**config.mk**
```make
export PLATFORM = sky130hd
export DESIGN_NAME = addr_latch_bank
export DESIGN_NICKNAME = d
export VERILOG_FILES = /design/src/rtl/addr_latch_pkg.sv /design/src/rtl/addr_latch_ctrl.sv /design/src/rtl/addr_latch_datapath.sv /design/src/rtl/addr_latch_bank.sv
export SDC_FILE = /design/constraint.sdc
export NUM_CORES = 1
export LEC_CHECK = 0
export BUFFER_PORTS_ARGS = -buffer_cell sky130_fd_sc_hd__buf_2
export CORE_AREA = 2 2 47 49
export CTS_CLUSTER_DIAMETER = 120
export DETAILED_ROUTE_END_ITERATION = 16
export DIE_AREA = 0 0 49 51
export PLACE_DENSITY_LB_ADDON = 0.12
export SLEW_MARGIN = 20
export SYNTH_ARGS = -nofsm -noshare
export SYNTH_HDL_FRONTEND = slang
export SYNTH_HIERARCHICAL = 1
export SYNTH_SLANG_ARGS = --single-unit
```
**constraint.sdc**
```tcl
create_clock -name clk -period 1.2 [get_ports clk]
set_input_delay 0.12 -clock clk [delete_from_list [all_inputs] [get_ports clk]]
set_output_delay 0.12 -clock clk [all_outputs]
set_load 0.01 [all_outputs]
```
**src/rtl/addr_latch_pkg.sv**
```systemverilog
package addr_latch_pkg;

  typedef enum logic [1:0] {
    MODE_CLEAR = 2'b00,
    MODE_DEMUX = 2'b01,
    MODE_LATCH = 2'b10,
    MODE_HOLD  = 2'b11
  } mode_e;

  typedef struct packed {
    logic write;        // store dataIn into the addressed bit
    logic clearOthers;  // force all non-addressed bits low
    logic clearAll;     // force every bit low
  } strobe_t;

endpackage

```
**src/rtl/addr_latch_ctrl.sv**
```systemverilog
module addr_latch_ctrl
  import addr_latch_pkg::*;
(
  input  logic    clk,
  input  logic    rstN,
  input  logic    clearN,
  input  logic    enableN,
  output strobe_t ctl,
  output mode_e   modeQ
);

  mode_e modeNext;

  always_comb begin
    unique case ({clearN, enableN})
      2'b01:   modeNext = MODE_CLEAR;
      2'b00:   modeNext = MODE_DEMUX;
      2'b10:   modeNext = MODE_LATCH;
      default: modeNext = MODE_HOLD;
    endcase
  end

  always_comb begin
    ctl = '0;
    unique case (modeNext)
      MODE_CLEAR: ctl.clearAll = 1'b1;
      MODE_DEMUX: begin
        ctl.write       = 1'b1;
        ctl.clearOthers = 1'b1;
      end
      MODE_LATCH: ctl.write = 1'b1;
      default:    ctl = '0;
    endcase
  end

  always_ff @(posedge clk or negedge rstN) begin
    if (!rstN) modeQ <= MODE_CLEAR;
    else       modeQ <= modeNext;
  end

  // code reported after each behaviour
  p_code_latch_r8: assert property (@(posedge clk) disable iff (!rstN)
    (clearN && !enableN) |=> modeQ == MODE_LATCH);
  p_code_hold_r8: assert property (@(posedge clk) disable iff (!rstN)
    (clearN && enableN) |=> modeQ == MODE_HOLD);
  p_code_demux_r8: assert property (@(posedge clk) disable iff (!rstN)
    (!clearN && !enableN) |=> modeQ == MODE_DEMUX);
  p_code_clear_r8: assert property (@(posedge clk) disable iff (!rstN)
    (!clearN && enableN) |=> modeQ == MODE_CLEAR);

endmodule

```
**src/rtl/addr_latch_datapath.sv**
```systemverilog
module addr_latch_datapath
  import addr_latch_pkg::*;
#(
  parameter int ADDR_W  = 3,
  parameter int NUM_OUT = 1 << ADDR_W
) (
  input  logic               clk,
  input  logic               rstN,
  input  strobe_t            ctl,
  input  logic [ADDR_W-1:0]  addr,
  input  logic               dataIn,
  output logic [NUM_OUT-1:0] bitsQ
);

  logic [NUM_OUT-1:0] selHot;

  for (genvar g = 0; g < NUM_OUT; g++) begin : g_cell
    assign selHot[g] = (addr == ADDR_W'(g));

    always_ff @(posedge clk or negedge rstN) begin
      if (!rstN)                          bitsQ[g] <= 1'b0;
      else if (ctl.clearAll)              bitsQ[g] <= 1'b0;
      else if (ctl.write && selHot[g])    bitsQ[g] <= dataIn;
      else if (ctl.clearOthers)           bitsQ[g] <= 1'b0;
    end
  end

  // latch write leaves non-addressed bits untouched
  p_latch_keep_r1: assert property (@(posedge clk) disable iff (!rstN)
    (ctl.write && !ctl.clearOthers) |=>
      (((bitsQ ^ $past(bitsQ)) & ~$past(selHot)) == '0));
  // addressed bit carries the sampled data
  p_addr_write_r5: assert property (@(posedge clk) disable iff (!rstN)
    ctl.write |=> bitsQ[$past(addr)] == $past(dataIn));
  // no strobe means no change
  p_hold_stable_r2: assert property (@(posedge clk) disable iff (!rstN)
    (!ctl.write && !ctl.clearAll) |=> $stable(bitsQ));
  // demultiplexer leaves at most one bit set
  p_demux_onehot_r3: assert property (@(posedge clk) disable iff (!rstN)
    ctl.clearOthers |=> $onehot0(bitsQ));
  // clear empties the bank
  p_clear_all_r4: assert property (@(posedge clk) disable iff (!rstN)
    ctl.clearAll |=> bitsQ == '0);

endmodule

```
**src/rtl/addr_latch_bank.sv**
```systemverilog
module addr_latch_bank
  import addr_latch_pkg::*;
#(
  parameter int ADDR_W  = 3,
  parameter int NUM_OUT = 1 << ADDR_W
) (
  input  logic               clk,
  input  logic               rstN,
  input  logic               clearN,
  input  logic               enableN,
  input  logic [ADDR_W-1:0]  addr,
  input  logic               dataIn,
  output logic [NUM_OUT-1:0] outBits,
  output logic [1:0]         modeCode
);

  strobe_t ctl;
  mode_e   modeQ;

  addr_latch_ctrl u_ctrl (
    .clk     (clk),
    .rstN    (rstN),
    .clearN  (clearN),
    .enableN (enableN),
    .ctl     (ctl),
    .modeQ   (modeQ)
  );

  addr_latch_datapath #(
    .ADDR_W  (ADDR_W),
    .NUM_OUT (NUM_OUT)
  ) u_dp (
    .clk    (clk),
    .rstN   (rstN),
    .ctl    (ctl),
    .addr   (addr),
    .dataIn (dataIn),
    .bitsQ  (outBits)
  );

  assign modeCode = modeQ;

endmodule

```
Word level (Yosys, flattened, before mapping)
Cells that the tools add are included.
{ "classes": {"reduce_logical": 20, "n_mux": 21, "eq_ne": 11} }
{ "ops": {"columns": ["op", "count"], "rows": [
  ["$reduce_bool 3->1", 8],
  ["$mux 1", 20],
  ["$eq 3x3->1 const B", 4],
  ["$logic_and 1x1->1", 8],
  ["$eq 3x2->1 const B", 2],
  ["$pmux 2 s3", 1],
  ["$eq 2x1->1 const B", 2],
  ["$eq 2x2->1 const B", 2],
  ["$logic_not 2->1", 2],
  ["$eq 3x1->1 const B", 1],
  ["$logic_not 3->1", 1],
  ["$reduce_or 2->1", 1]
]} }
{ "word_totals": {"elab_cells": 61, "out_inout_bits": 10, "regBits": 10} }

Logic depth before layout (Yosys ltp)
Gate-level depths: netlist of run 1.
{ "depth": {"depth_word": 8, "mapped_depth": 5, "ltp_nobuf": 5} }

Modules after synthesis
Netlist of run 1, hierarchy kept.
{ "modules_own_cells": {"columns": ["mod", "cells_per_inst", "instances", "area_per_inst_um2"], "rows": [
  ["addr_latch_datapath", 34, 1, 446.7],
  ["addr_latch_ctrl", 11, 1, 123.9]
]} }

Least setup slack after synthesis of run 1
No wires, ideal clock.
{ "synth_timing": {"path_type": "input to register", "from": "in clearN", "to": "reg u_dp.bitsQ[4]", "t_arrival_ps": 1004, "setup_ps": 126, "path_stages": 5, "path_slack_ps": 70, "n_path_buf": 0, "path_cell_list": "inv_1 -> ha_1 -> or2_1 -> and4bb_1 -> mux2i_1"} }
{ "synth_rtl": {"columns": ["item", "line_no", "source"], "rows": [
  ["start, declared", "addr_latch_bank.sv:9", "input logic clearN,"],
  ["end signal, assigned by index", "addr_latch_datapath.sv:23", "else if (ctl.write && selHot[g]) bitsQ[g] <= dataIn;"],
  ["end, declared", "addr_latch_datapath.sv:12", "output logic [NUM_OUT-1:0] bitsQ"]
]} }

==> impl_results.md, run 1 <==
- TritonCTS Buffers: 3
- Final Hold Vio Count: 0
- Total track usage: between 10% and 20%
- Status: finished clean
- Async SR Flop Fraction: 100%
- Io pins: 18
- Synth Warn #: 6
- DIE HEIGHT: between 50 and 60 um
- Crit path time final: 1.01 ns
- Leading area contributor after synthesis: dfrtp_1
- Largest net degree at the start of global routing: 11
- Max_slew headroom: between 80 and 90%
- IO buf count: 17
- Max Slew Vio Count: 0
- Clock transition at path regs: 0.07 ns
- Avg WL per Cell: around 12 um
- Critical path class: primary input to register
- Post-synth top area share: between 40% and 50%
- WP data required: about 1.4 ns
- Syn_nets: between 50 and 60
- Leakage: roughly 0.0004 uW
- Startpoint Class: primary input
- DRC violations left: 0
- Global-route wire length before repair: 1980 um
- Min Hold Slack: 0.213 ns
- Antenna-violating nets left: 0
- Clock sink count: 10
- Antenna Cells: 0
- CP endpoint kind: register
- DR pass1 iterations: 2
- Initial antenna violation count: 0
- DR vias: ~430
- Clk root buf: clkbuf_4
- Setup TNS: 0 ns
- Arrival time at the worst endpoint: roughly 1.2 ns
- Filler Cells Inserted: roughly 220
- Initial Util: 27.7%
- HP Class: primary input to register
- Synthesized flop and latch total: 10
- Fin Clk Skew: 0 ns
- Post_cts resized: 0
- FMAX: approximately 990 MHz
- GPL Wtd Cong: a little over 0.6
- PD cells: between 900 and 1000 nW/um2
- Clock latency on the worst-skew pair: 0.26 ns
- Final #Nets: between 80 and 90
- Syn_area_per_cell: 12.7 um2
- Routed WL: 1200 um
- CTS tree: done
- Synth cell count leaders: dfrtp_1 (10), mux2i_1 (8), or3b_1 (8), ha_1 (4)
- Vias in the first global route: about 440
- Most common cell in the synthesized netlist: dfrtp_1
- Seq/Total Area, Yosys: roughly 44%
- Yosys cell types: 12
- Synth top area cells: dfrtp_1 (44%), mux2i_1 (14%), or3b_1 (12%)
- DR vias/cell: approximately 4.5
- Mapped Cells: 45
- Die width: 49 um
- Maximum VDD drop: ~0.57 mV
- Clock Path Buffers: 2
- Fin util: between 30 and 40%
- Slew @ Worst Pin: ~0.27 ns
- Core area: 2060 um2
- RSZ-0062 raised after global routing: false
- # H-tree levels: 1
- Area delta synth->final: 29.8%
- Overflow after GRT: 0
- Setup Viol. Count Final: 0
- Area of the die: 2500 um2
- HPWL after DPL: roughly 850 um
- Post-Syn Area: approximately 570 um2
- DRT iter0 DRCs: 2
- Max Cap Viol: 0
- Ys flop type: dfrtp_1
- Period utilisation layout: 84.6%
- Row cnt: 17
- Share of cells above drive strength 1: 35.3%
- Crit Path Max Fanout: 8
- Post-synth EDFFs: 0
worst max-delay path: stages:
cell     delay (ns)
buf_2          0.12
inv_1          0.08
ha_1           0.16
or2_1          0.23
nor4b_2        0.27
mux2i_1        0.22
report_power, final:
part           switching (uW)  internal (uW)
combinational            65.6           55.3
sequential               5.45            352
clock                     111            116
kinds of logic after synthesis:
family,after synthesis,share of synthesized area (%)
adders and majority gates,4,8.77
DFF,10,43.9
and+or+nand+nor,19,30.5
muxes,8,14.0
buffers and inverters,4,2.85
cell type report:
cell class / instances / area (um2) / share of cell area [%]
flip-flops and latches: 10 / 250 / 33.8
inverters: 3 / 11.3 / 1.52
repair buffers: 21 / 118 / 15.9
clock buffers: 3 / 22.5 / 3.04
multi-input cells: 31 / 304 / 41.0
well taps: 28 / 35.0 / 4.73
metal layers:
layer	global-route usage [%]	up-vias	wire, um
met5	0	-	0
met4	7.14	0	0
met3	1.75	0	34
met2	17.6	7	594
met1	12.9	214	568
li1	-	213	-
path summary, 6_finish.rpt:
check	start	endpoint	slack [ns]	cells after the start
max in group asynchronous	rstN	u_dp/bitsQ[4]	0.72	2
setup / recovery	clearN	u_dp/bitsQ[0]	0.19	6
hold / removal	enableN	u_ctrl/modeQ[1]	0.21	3
hold reg to reg	u_dp/bitsQ[0]	u_dp/bitsQ[0]	0.62	2
setup reg to reg	u_dp/bitsQ[3]	u_dp/bitsQ[3]	0.29	2
min in group asynchronous	rstN	u_dp/bitsQ[5]	0.27	2
per-stage QoR:
step | power (uW) | area [um2] | cells | setup WS [ns]
floorplan | 421 | 571 | 45 | 0.0702
global placement | 485 | 708 | 92 | -0.0592
detailed placement | 484 | 708 | 92 | -0.106
CTS | 722 | 741 | 96 | 0.176
global route | 756 | 741 | 96 | 0.0441
finish | 705 | 741 | 96 | 0.185
layout by cell type, fill, tap and decap left out, drive strengths merged, types with 2 or more instances in the layout:
cell	Yosys	layout
buf	0	20
dfrtp	10	10
or3b	8	8
mux2i	8	8
ha	4	4
clkbuf	1	3
inv	3	3
and4bb	3	3
nand4b	3	3
or2	2	2
registers in the layout, summed over array words and instances, names as in the netlist:
name	flops
u_ctrl/modeQ	2
u_dp/bitsQ	8
repair_timing:
item,in CTS,in global routing
endpoints found under the hold margin,10,0
setup buffers,0,0
hold buffers,1,0
No activity file was read; power rests on OpenSTA's default activity.
==> run 2: changes to the inputs <==
--- a/config.mk
+++ b/config.mk
@@ -5,11 +5,12 @@
 export SDC_FILE = /design/constraint.sdc
 export NUM_CORES = 1
 export LEC_CHECK = 0
+export ABC_AREA = 1
 export BUFFER_PORTS_ARGS = -buffer_cell sky130_fd_sc_hd__buf_2
-export CORE_AREA = 2 2 47 49
+export CORE_AREA = 2 2 48 50
 export CTS_CLUSTER_DIAMETER = 120
 export DETAILED_ROUTE_END_ITERATION = 16
-export DIE_AREA = 0 0 49 51
+export DIE_AREA = 0 0 50 52
 export PLACE_DENSITY_LB_ADDON = 0.12
 export SLEW_MARGIN = 20
 export SYNTH_ARGS = -nofsm -noshare
==> constraint.sdc (replaced) <==
create_clock -name clk -period 0.8 [get_ports clk]
set_input_delay 0.08 -clock clk [delete_from_list [all_inputs] [get_ports clk]]
set_output_delay 0.08 -clock clk [all_outputs]
set_load 0.01 [all_outputs]
==> run 2 against run 1 <==
  * The run now ends with setup timing left
  * Via count grew 29%
  * Critical path depth shrank 5
  * Non-clock buffer count grew 3
  * Die area grew 4.0%
  * First-iteration DRC count grew 50%
==> impl_results.md, run 2 <==
- HP Class: primary input to register
- DRT iter0 DRCs: 3 (+1)
- Initial antenna violation count: 0 (unchanged)
- Final worst slack: -0.0904 ns (-0.276 ns)
- FMAX: between 1000 and 1500 MHz
- Avg WL per Cell: 8.81 um (-29%)
- Max Slew Vio Count: 0 (unchanged)
- Status: finished with violations
- Synth Warn #: 6 (unchanged)
- Crit path time final: just under 0.9 ns
- Synthesized flop and latch total: 10 (unchanged)
- Max_slew headroom: 79.1% (-2.8 points)
- Vias in the first global route: 479 (+9.9%)
- Syn_nets: 96 (+68%)
- Startpoint Class: register
- Max incr delay on CP: 0.40 ns (+0.13 ns)
- Critical path class: register to output pin
- DR vias: 559 (+29%)
- Leakage: 0.000543 uW (+39%)
- Syn_area_per_cell: 7.03 um2 (-45%)
- Worst path slowest cell: dfrtp_1
- Die width: 50 um (+2.0%)
- Most flops, register: u_dp/bitsQ
- Clock transition at path regs: 0.08 ns (about the same)
- Setup Viol. Count Final: 10 (+10)
- Clk root buf: clkbuf_4
- Crit path from: u_dp/bitsQ[2]
- Most common cell after layout, fill and taps aside: nand2_1
- Design Area, Final: 910 um2 (+23%)
- CP endpoint kind: output pin
- # H-tree levels: 1 (unchanged)
- Delay-heaviest family, CP: flip-flops
- RSZ-0062 raised after global routing: true
- Clock sink count: 10 (unchanged)
- Share of cells above drive strength 1: 46.4% (+11 points)
- Fin Clk Skew: 0 ns (unchanged)
- Largest net degree at the start of global routing: 11 (unchanged)
- Most common cell in the synthesized netlist: nand2_1
- DR pass1 iterations: 3 (+1)
- Worst-path cell chain: buf_2
- Post-synth EDFFs: 0 (unchanged)
- Final Hold Vio Count: 0 (unchanged)
- HPWL after DPL: 934 um (+9.5%)
- Buffers & Inverters on Critical Path: 1 (-1)
- Leading area contributor after synthesis: dfrtp_1
- DR vias/cell: 3.99 (-12%)
- Period utilisation layout: 111%
- Arrival time at the worst endpoint: 0.81 ns (-0.39 ns)
- Post-synth top area share: 42.4% (-1.5 points)
- Io pins: 18 (unchanged)
- Total track usage: 11.7% (+1.0 points)
- Hold path startpoint: clearN
- Maximum VDD drop: 1.03 mV (+81%)
- Global-route wire length before repair: 2180 um (+10%)
- Clock Path Buffers: 2 (unchanged)
- PD cells: 1480 nW/um2 (+55%)
- Yosys cell types: 10 (-2)
- Clock latency on the worst-skew pair: 0.26 ns (about the same)
- Antenna Cells: 0 (unchanged)
- Crit Path Max Fanout: 2 (-6)
- Area of the die: 2600 um2 (+4.0%)
- Slew @ Worst Pin: 0.312 ns (+0.0411 ns)
- Ys flop type: dfrtp_1
- Async SR Flop Fraction: 100% (unchanged)
- Most frequent cells in the layout: nand2_1 (29), buf_2 (15), inv_1 (13)
- Fin util: 43.2% (+7.3 points)
- CTS tree: done
- Post-Syn Area: 591 um2 (+3.5%)
- Synth cell count leaders: nand2_1 (36), inv_1 (18), dfrtp_1 (10), nand3_1 (8), ha_1 (4)
- Final #Nets: 125 (+52%)
- Row cnt: 17 (unchanged)
- IO buf count: 17 (unchanged)
- Area after DPL: 768 um2 (+8.5%)
- Core area: 2110 um2 (+2.1%)
- TritonCTS Buffers: 3 (unchanged)
- Antenna-violating nets left: 0 (unchanged)
- DIE HEIGHT: 52 um (+2.0%)
- WP data required: 0.72 ns (-0.66 ns)
- Initial Util: 28.0% (+0.39 points)
- Synth top area cells: dfrtp_1 (42%), nand2_1 (23%), inv_1 (11%)
- Regs by FF count: u_dp/bitsQ: 8 flops, u_ctrl/modeQ: 2 flops
- Area delta synth->final: 54.0%
- Routed WL: 1230 um (+3.1%)
- Mapped Cells: 84 (+87%)
- Setup TNS: -0.641 ns (-0.641 ns)
- Pwr Total: 1340 uW (+91%)
- Overflow after GRT: 0 (unchanged)
- Max reg flops: 8 (unchanged)
- DRC violations left: 0 (unchanged)
- GPL Wtd Cong: 0.742 (+21%)
- Seq/Total Area, Yosys: 42.4% (-1.5 points)
- Max Cap Viol: 0 (unchanged)
- RR Startpoint: u_dp/bitsQ[5]
- Failing checks: setup timing
- Setup WS pre-CTS: -0.266 ns (-0.161 ns)
run 2: cell count changes in the layout (fill, tap and decap cells not counted), moves of 3 or more:
cell	previous run	this run
inv_2	0	5
nand3_2	0	4
nand4b_1	3	0
nor2_2	0	3
mux2i_1	8	0
buf_6	0	4
nand2_2	0	8
nand2_1	0	29
nand3_1	0	4
inv_1	3	13
or3b_1	8	0
and4bb_1	3	0
run 2: path summary, 6_finish.rpt:
kind	to	slack, ns	cells after the start
worst max register to register	u_dp/bitsQ[5]	0.02	5
worst max-delay path	outBits[2]	-0.09	1
worst min-delay path	u_ctrl/modeQ[1]	0.13	4
worst min register to register	u_dp/bitsQ[6]	0.56	4
max in group asynchronous	u_dp/bitsQ[0]	0.39	2
min in group asynchronous	u_dp/bitsQ[1]	0.19	2
run 2: report_power, final:
group	internal (uW)	leakage, uW	switching (uW)
registers	542	0.000132	16.8
logic	139	0.000390	179
clock network	277	0.0000210	192
total	957	0.000543	388
run 2: what timing repair did:
| item | CTS | global route |
|---|---|---|
| setup endpoints to repair | 10 | 18 |
| buffers inserted | 4 | 0 |
| pin swaps | 1 | 12 |
| hold buffers | 1 | 0 |
| cloned | 0 | 0 |
| hold endpoints to repair | 10 | 0 |
| gates resized for setup | 0 | 21 |
run 2: layer usage:
metal	vias up	part of all wire, %	GRT usage, %
met5	-	0	0
met2	13	45	17.8
met1	247	46	13.8
met4	0	1.1	4.17
li1	297	-	-
met3	2	7.2	6.32
run 2: cells by family (layout without fill, tap and decap cells):
group	count (synthesis)	in the layout	synth area share [%]
buffers and inverters	20	48	12.7
and+or+nand+nor	50	50	36.4
DFF	10	10	42.4
adders and majority gates	4	4	8.47
run 2: cell type report:
cell class,instances,area [um2]
fillers,214,1200
multi-input cells,54,328
flip-flops and latches,10,250
repair buffers,24,168
inverters,20,92.6
clock buffers,4,36.3
well taps,28,35.0
run 2: metrics by stage:
stage | std cells | hold WS, ns
2_1_floorplan | 84 | -0.216
3_3_place_gp | 131 | -0.0361
3_5_place_dp | 131 | -0.0358
4_1_cts | 140 | 0.149
5_1_grt | 140 | 0.130
6_report | 140 | 0.129
